--- config.mk ---
export PLATFORM = sky130hd
export DESIGN_NAME = cc_chain_counter
export DESIGN_NICKNAME = d
export VERILOG_FILES = /design/src/rtl/cc_pkg.sv /design/src/rtl/cc_action_sel.sv /design/src/rtl/cc_term_detect.sv /design/src/rtl/cc_slice.sv /design/src/rtl/cc_chain_counter.sv
export SDC_FILE = /design/constraint.sdc
export NUM_CORES = 1
export LEC_CHECK = 0
export ABC_AREA = 1
export BUFFER_PORTS_ARGS = -buffer_cell sky130_fd_sc_hd__buf_2
export CORE_ASPECT_RATIO = 0.9
export CORE_MARGIN = 2
export CORE_UTILIZATION = 30
export DETAILED_ROUTE_END_ITERATION = 12
export PLACE_DENSITY_LB_ADDON = 0.1
export SLEW_MARGIN = 20
export SYNTH_ARGS = -nofsm -noshare
export SYNTH_HDL_FRONTEND = slang
export SYNTH_SLANG_ARGS = --single-unit
--- constraint.sdc ---
create_clock -name clk -period 3.8 [get_ports clk]
set_clock_uncertainty 0.15 [all_clocks]
set_input_delay 1.14 -clock clk [delete_from_list [all_inputs] [get_ports clk]]
set_output_delay 1.14 -clock clk [all_outputs]
set_load 0.01 [all_outputs]
--- src/rtl/cc_pkg.sv ---
// Shared types for the cascadable counter.
package cc_pkg;
    // Action a slice takes at the next rising edge, in priority order.
    typedef enum logic [1:0] {
        ACT_HOLD  = 2'd0,
        ACT_COUNT = 2'd1,
        ACT_LOAD  = 2'd2,
        ACT_CLEAR = 2'd3
    } act_e;
endpackage

--- src/rtl/cc_action_sel.sv ---
// Picks the slice action from the control inputs.
// Assumes clear outranks load, and load outranks count; purely combinational.
module cc_action_sel
    import cc_pkg::*;
(
    input  logic clr_n,
    input  logic load_n,
    input  logic en_par,
    input  logic en_trail,
    output act_e act
);
    // Fixed priority: clear, then load, then count, else hold.
    always_comb begin
        if (!clr_n)
            act = ACT_CLEAR;
        else if (!load_n)
            act = ACT_LOAD;
        else if (en_par && en_trail)
            act = ACT_COUNT;
        else
            act = ACT_HOLD;
    end
endmodule

--- src/rtl/cc_term_detect.sv ---
// Look-ahead terminal-count flag for one slice.
// Assumes the trailing enable is fed forward with no register in the path.
module cc_term_detect #(
    parameter int W = 4
) (
    input  logic [W-1:0] q,
    input  logic         en_trail,
    output logic         tc
);
    // High when the slice is full and its trailing enable is high.
    assign tc = en_trail & (&q);
endmodule

--- src/rtl/cc_slice.sv ---
// One counter slice: register, priority action and terminal flag.
// Assumes clr_n doubles as the synchronous reset of the slice.
module cc_slice
    import cc_pkg::*;
#(
    parameter int SLICE_W = 4
) (
    input  logic               clk,
    input  logic               clr_n,
    input  logic               load_n,
    input  logic [SLICE_W-1:0] din,
    input  logic               en_par,
    input  logic               en_trail,
    output logic [SLICE_W-1:0] q,
    output logic               tc
);
    act_e act;

    cc_action_sel u_sel (
        .clr_n    (clr_n),
        .load_n   (load_n),
        .en_par   (en_par),
        .en_trail (en_trail),
        .act      (act)
    );

    cc_term_detect #(.W(SLICE_W)) u_tc (
        .q        (q),
        .en_trail (en_trail),
        .tc       (tc)
    );

    // Count register: applies the chosen action on each rising edge.
    always_ff @(posedge clk) begin
        case (act)
            ACT_CLEAR: q <= '0;
            ACT_LOAD:  q <= din;
            ACT_COUNT: q <= q + 1'b1;
            default:   q <= q;
        endcase
    end

    // Clear is the reset itself, so this one is not disabled by it.
    AST_CLR_ZERO: assert property (@(posedge clk)
        !clr_n |=> (q == '0));
    AST_LOAD_COPIES: assert property (@(posedge clk) disable iff (!clr_n)
        !load_n |=> (q == $past(din)));
    AST_COUNT_STEP: assert property (@(posedge clk) disable iff (!clr_n)
        (load_n && en_par && en_trail) |=> (q == SLICE_W'($past(q) + 1'b1)));
    AST_HOLD_IDLE: assert property (@(posedge clk) disable iff (!clr_n)
        (load_n && !(en_par && en_trail)) |=> $stable(q));
    AST_WRAP_ZERO: assert property (@(posedge clk) disable iff (!clr_n)
        (load_n && en_par && en_trail && (&q)) |=> (q == '0));
    AST_TC_NEEDS_FULL: assert property (@(posedge clk) disable iff (!clr_n)
        tc |-> ((&q) && en_trail));
endmodule

--- src/rtl/cc_chain_counter.sv ---
// Wide counter built by chaining NUM_SLICES look-ahead slices.
// Assumes en_par is shared and each slice's flag feeds the next slice's
// trailing enable; carry_out is the flag of the top slice.
module cc_chain_counter #(
    parameter int SLICE_W    = 4,
    parameter int NUM_SLICES = 2
) (
    input  logic                          clk,
    input  logic                          clr_n,
    input  logic                          load_n,
    input  logic [NUM_SLICES*SLICE_W-1:0] din,
    input  logic                          en_par,
    input  logic                          en_trail,
    output logic [NUM_SLICES*SLICE_W-1:0] count,
    output logic                          carry_out
);
    localparam int TOTAL_W = NUM_SLICES * SLICE_W;

    logic [NUM_SLICES:0] trail;

    // The first slice sees the external trailing enable.
    assign trail[0] = en_trail;

    // One slice per nibble; each flag enables the next slice up.
    for (genvar k = 0; k < NUM_SLICES; k++) begin : g_slice
        cc_slice #(.SLICE_W(SLICE_W)) u_slice (
            .clk      (clk),
            .clr_n    (clr_n),
            .load_n   (load_n),
            .din      (din[k*SLICE_W +: SLICE_W]),
            .en_par   (en_par),
            .en_trail (trail[k]),
            .q        (count[k*SLICE_W +: SLICE_W]),
            .tc       (trail[k+1])
        );
    end

    // Overall carry comes from the most significant slice.
    assign carry_out = trail[NUM_SLICES];

    AST_WIDE_STEP: assert property (@(posedge clk) disable iff (!clr_n)
        (load_n && en_par && en_trail) |=> (count == TOTAL_W'($past(count) + 1'b1)));
    AST_WIDE_FREEZE: assert property (@(posedge clk) disable iff (!clr_n)
        (load_n && !en_trail) |=> $stable(count));
    AST_CARRY_FULL: assert property (@(posedge clk) disable iff (!clr_n)
        carry_out |-> ((&count) && en_trail));
endmodule

==> metrics.log, run 1 <==
INFO  metric outcome = complete, no violations
INFO  metric synth_area = 510 µm²
INFO  metric worstPathMaxFanout = 2
INFO  metric detail_route.vias_per_cell = around 4.1
INFO  metric synth_sequential_area_ratio = 0.471
INFO  metric placementRows = 14
INFO  metric postCtsSetupBuffers = 0
INFO  metric dieHeight = ~43 µm
INFO  metric largest_register = g_slice.u_slice.q
INFO  metric irDropWorstVdd = 0.168 mV
INFO  metric grt_max_degree = 9
INFO  metric setup-tns-final = 0 ns
INFO  metric post-route-drc-count = 0
INFO  metric via_total_after_detailed_routing = 442
INFO  metric yosys-mux-area-fraction = 0
INFO  metric synthesis.instances = 59
INFO  metric effective_utilization_at_floorplan = 0.313
INFO  metric top_library_cells_by_usage_in_the_layout_fill_and_taps_aside = nand2_1 (21), buf_2 (21), edfxtp_1 (8)
INFO  metric synth-compound-area-share = 0.0539
INFO  metric clock_slew_at_reported_path_ffs = approximately 0.050 ns
INFO  metric drt-total-wl = approximately 1000 µm
INFO  metric clock_insertion_delay_worst_skew = 0.25 ns
INFO  metric multiInputGateArea = 248 µm²
INFO  metric cts_hold_repair.buffers = 0
INFO  metric share_of_final_layout_standard_cells_stronger_than_drive_strength_1 = 0.422
INFO  metric ff_latch_area = 240 µm²
INFO  metric final_period_minus_worst_setup_slack = 2.84 ns
INFO  metric worstMarginPinSlew = 0.392 ns
INFO  metric drv.max_cap_violation_count = 0
INFO  metric rsz_0062_raised_after_global_routing = false
INFO  metric fmax = ~0.35 GHz
INFO  metric cp.required = ~2.5 ns
INFO  metric cts_buffers = 3
INFO  metric ys_seq_elements = 8
INFO  metric n_antenna_cell = 0
INFO  metric headroom_to_the_max_slew_limit = 0.737
INFO  metric postSynthAreaPerCell = 8.65 µm²
INFO  metric end_kind = output pin
INFO  metric final_core_util = 0.410
INFO  metric synth_xor_xnor_area_share = 0.0172
INFO  metric grt_pass1_wl = 1560 µm
INFO  metric worstHoldPathType = reg -> reg
INFO  metric synth_nets = 74
INFO  metric dr.first_iter.drc_count = 1
INFO  metric die_w = 47.5 µm
INFO  metric worst_path_max_delay_cell = buf_2
INFO  metric timing.reg2reg.setup_slack = 2.19 ns
INFO  metric coreArea = about 1600 µm²
INFO  metric filler_cell_count = 181
INFO  metric first_global_vias = 369
INFO  metric yosys_warnings = 0
INFO  metric grt_remaining_overflow = 0
INFO  metric cts.repair.resized = 0
INFO  metric cts_max_level = 1
INFO  metric grt.total_usage = 0.115
INFO  metric endpoint_arrival_time_on_the_critical_path = 1.55 ns
INFO  metric layout_worst_path_cycle_share = 0.746
INFO  metric largestRegisters = g_slice.u_slice.q x8
INFO  metric ant_nets = 0
INFO  metric die_ar = between 2000 and 2500 µm²
INFO  metric pin_count = 22
INFO  metric port_buffers = 21
INFO  metric routabilityCongestion = 0.688
INFO  metric static-leakage-power = 0.000333 µW
INFO  metric critical-path-max-stage-delay = 0.13 ns
INFO  metric clk_root_buffer_cell = clkbuf_4
INFO  metric post_synth_num_cell_types = 16
INFO  metric maxSlewViolCount = 0
INFO  metric final_net_count = 100
INFO  metric cts_tree = yes
INFO  metric synthSimpleGateAreaFrac = 0.365
INFO  metric drt-pass1-iter-count = 3
INFO  metric synth_top_family_by_area = simple AND/OR/NAND/NOR gates
INFO  metric final-setup-viol-count = 0
INFO  metric critPathKind = in -> out
INFO  metric power.density = 317 nW/µm²
INFO  metric numClockSinks = 8
INFO  metric synthToLayoutAreaGrowth = 30.9%
INFO  metric drt-wirelength-per-cell = 9.52 µm
INFO  metric half_perimeter_wire_length_after_placement = 835 µm
INFO  metric worst_path_most_repeated_cell = buf_2
INFO  metric hold_violations = 0
INFO  metric start_kind = input pin
INFO  metric worstPathCellList = buf_2 -> nand4_1 -> nor2_1 -> buf_2
INFO  metric clock_tree.buffer_depth = 2
INFO  metric synth_area_in_adders = 0.0490
INFO  metric largest_reg_flops = 8
INFO  metric grt_antenna_before_repair = 0
==> per-stage QoR <==
stage | total power (µW) | instance area (µm²) | instances | hold WS, ns | setup slack [ns]
6_report | 212 | 668 | 107 | 0.516 | 0.963
2_1_floorplan | 132 | 510 | 59 | 0.532 | 1.12
3_3_place_gp | 149 | 646 | 104 | 0.508 | 0.984
4_1_cts | 215 | 668 | 107 | 0.514 | 0.967
5_1_grt | 225 | 668 | 107 | 0.536 | 0.918
3_5_place_dp | 149 | 646 | 104 | 0.504 | 0.970
==> cell families after synthesis <==
group,count (synthesis)
and+or+nand+nor,38
DFF,8
buffers and inverters,6
AOI/OAI and AO/OA,4
adders and majority gates,2
xor gates and xnor gates,1
==> power breakdown <==
group / total [µW] / internal (µW) / switching [µW]
sequential: 113 / 105 / 7.97
clock: 65.0 / 36.1 / 28.9
combinational: 33.5 / 15.1 / 18.4
==> layer usage <==
layer	vias up	wire length, µm	track usage
met1	175	497	0.150
li1	249	-	-
met5	-	0	0
met2	16	418	0.151
met3	2	88	0.0766
met4	0	14	0.0333
==> worst paths after layout <==
check,startpoint,to,cells after the start
hold / removal,g_slice[0].u_slice.q[0],g_slice[0].u_slice.q[0],1
hold reg to reg,g_slice[0].u_slice.q[0],g_slice[0].u_slice.q[0],1
setup reg to reg,g_slice[0].u_slice.q[0],g_slice[1].u_slice.q[0],3
setup / recovery,en_trail,carry_out,4
==> critical path: cells and delay by family <==
kind,cells,cell delay [ns]
buffers and inverters,2,0.23
and+or+nand+nor,2,0.18
==> Yosys cell counts <==
| cell type | number | share of area |
|---|---|---|
| edfxtp_1 | 8 | 0.47 |
| ha_1 | 2 | 0.049 |
| inv_1 | 5 | 0.037 |
| inv_2 | 1 | 0.0073 |
| nand2_1 | 21 | 0.15 |
| nand2_2 | 4 | 0.049 |
| nand3_1 | 4 | 0.039 |
| nand3_2 | 1 | 0.020 |
| nand4_1 | 3 | 0.037 |
| nor2_1 | 1 | 0.0073 |
| nor2_2 | 2 | 0.025 |
| nor2_4 | 1 | 0.022 |
| o21ai_1 | 2 | 0.020 |
| o21ai_2 | 2 | 0.034 |
| or2_0 | 1 | 0.012 |
| xnor2_1 | 1 | 0.017 |
==> cell type report <==
cell class / count / area share
multi-input cells: 45 / 0.371
well taps: 24 / 0.0449
clock buffers: 3 / 0.0337
flip-flops and latches: 8 / 0.360
repair buffers: 21 / 0.157
inverters: 6 / 0.0337
(Power assumes the default switching activity.)
==> inputs of run 2 (changes only) <==
- clock period: 3.8 -> 2.49 ns (I/O delays scaled with it)
==> run 2 against run 1 <==
Total power up 53%. Routed wire length up 2.6%. Flip-flop and latch count unchanged. Via count up 2.7%. Register-to-register slack worse by 1.3 ns. Hold slack better by 0.0074 ns. Clock power up 51%. Utilization unchanged. Critical path type is now reg -> out. Largest power group unchanged. Design area unchanged.
==> metrics.log, run 2 (synthesized netlist as in run 1, its figures left out) <==
INFO  metric clock_tree.buffer_depth = 2
INFO  metric postCtsSetupBuffers = 0
INFO  metric seq_power_share = 0.536
INFO  metric power.net_switching = approximately 84 µW
INFO  metric pin_count = 22
INFO  metric share_of_final_layout_standard_cells_stronger_than_drive_strength_1 = 0.422
INFO  metric drt-total-wl = roughly 1000 µm
INFO  metric cts.repair.resized = 0
INFO  metric fmax = 0.459 GHz
INFO  metric setup-tns-final = 0 ns
INFO  metric internal-power = 239 µW
INFO  metric drt-wirelength-per-cell = 9.78 µm
INFO  metric drv.max_cap_violation_count = 0
INFO  metric half_perimeter_wire_length_after_placement = 834 µm
INFO  metric clock_slew_at_reported_path_ffs = 0.06 ns
INFO  metric worstHoldPathType = reg -> reg
INFO  metric outcome = complete, no violations
INFO  metric power_share_of_the_combinational_group = 0.160
INFO  metric rsz_0062_raised_after_global_routing = false
INFO  metric largest_reg_flops = 8
INFO  metric cts_max_level = 1
INFO  metric top_library_cells_by_usage_in_the_layout_fill_and_taps_aside = nand2_1 (21), buf_2 (21), edfxtp_1 (8)
INFO  metric layout_worst_path_cycle_share = 0.875
INFO  metric headroom_to_the_max_slew_limit = 0.734
INFO  metric maxSlewViolCount = 0
INFO  metric routabilityCongestion = between 0.7 and 0.8
INFO  metric worstMarginPinSlew = 0.397 ns
INFO  metric die_ar = 2050 µm²
INFO  metric effective_utilization_at_floorplan = 0.313
INFO  metric power.density = 483 nW/µm²
INFO  metric grt_remaining_overflow = 0
INFO  metric power.share.clock = 0.304
INFO  metric dr.first_iter.drc_count = 4
INFO  metric grt_antenna_before_repair = 0
INFO  metric cp.required = 1.59 ns
INFO  metric placed_cells = 104
INFO  metric detail_route.vias_per_cell = 4.24
INFO  metric grt.total_usage = 0.126
INFO  metric critPathKind = reg -> out
INFO  metric die_w = 47.5 µm
INFO  metric grt_max_degree = 9
INFO  metric clk_root_buffer_cell = clkbuf_4
INFO  metric placementRows = 14
INFO  metric numClockSinks = 8
INFO  metric static-leakage-power = 0.000333 µW
INFO  metric drt-pass1-iter-count = 2
INFO  metric coreArea = approximately 1600 µm²
INFO  metric cts_buffers = 3
INFO  metric start_kind = register
INFO  metric endpoint_arrival_time_on_the_critical_path = 1.28 ns
INFO  metric largestRegisters = g_slice.u_slice.q x8
INFO  metric port_buffers = 21
INFO  metric finalNonFillerCells = 107
INFO  metric swShare = 0.261
INFO  metric first_global_vias = 378
INFO  metric via_total_after_detailed_routing = 454
INFO  metric final-setup-viol-count = 0
INFO  metric final_net_count = 100
INFO  metric synthToLayoutAreaGrowth = 30.9%
INFO  metric cts_hold_repair.buffers = 0
INFO  metric ant_nets = 0
INFO  metric clock_insertion_delay_worst_skew = roughly 0.25 ns
INFO  metric dieHeight = 43.1 µm
INFO  metric cts_tree = yes
INFO  metric filler_cell_count = 180
INFO  metric worstPathMaxFanout = 5
INFO  metric irDropWorstVdd = 0.234 mV
INFO  metric hold_violations = 0
INFO  metric n_antenna_cell = 0
INFO  metric grt_pass1_wl = between 1500 and 2000 µm
INFO  metric final_period_minus_worst_setup_slack = around 2.2 ns
INFO  metric largest_register = g_slice.u_slice.q
INFO  metric end_kind = output pin
INFO  metric post-route-drc-count = 0
run 2: worst paths after layout:
check | start | endpoint | slack (ns) | depth (start not counted)
min reg2reg | g_slice[1].u_slice.q[0] | g_slice[1].u_slice.q[0] | 0.52 | 1
min | g_slice[1].u_slice.q[0] | g_slice[1].u_slice.q[0] | 0.52 | 1
max reg2reg | g_slice[0].u_slice.q[0] | g_slice[1].u_slice.q[3] | 0.85 | 3
max | g_slice[0].u_slice.q[0] | carry_out | 0.31 | 4
run 2: critical path, cell delays in order (launching register included):
cell and delay (ns):
edfxtp_1 0.45, ha_1 0.27, nand3_2 0.12, nor2_1 0.05, buf_2 0.13
run 2: final cells by class:
| class | instances | area (µm²) | area share |
|---|---|---|---|
| flip-flops and latches | 8 | 240 | 0.360 |
| multi-input cells | 45 | 248 | 0.371 |
| inverters | 6 | 22.5 | 0.0337 |
| clock buffers | 3 | 22.5 | 0.0337 |
| well taps | 24 | 30.0 | 0.0449 |
| repair buffers | 21 | 105 | 0.157 |
run 2: power by group through the flow:
stage	clock (µW)	sequential [µW]	combinational, µW
floorplan	0	178	23.4
global placement	0	175	52.3
detailed placement	0	176	52.3
CTS	104	173	52.5
global route	112	176	59.4
finish	98.3	173	51.7
run 2: layer usage:
metal	vias to the layer above	GRT usage	wire (µm)
met5	-	0	0
met4	0	0.0667	22
met3	2	0.0638	65
met2	15	0.151	425
met1	190	0.177	532
li1	247	-	-
run 2: metrics by stage:
stage	hold WS [ns]	worst slack (ns)	util	total power, µW	instance area, µm²
final	0.523	0.310	0.410	323	668
after CTS	0.519	0.303	0.410	329	668
after global placement	0.508	0.459	0.396	228	646
after global routing	0.560	0.184	0.410	347	668
after floorplan	0.532	0.594	-	202	510
after detailed placement	0.512	0.450	0.396	228	646
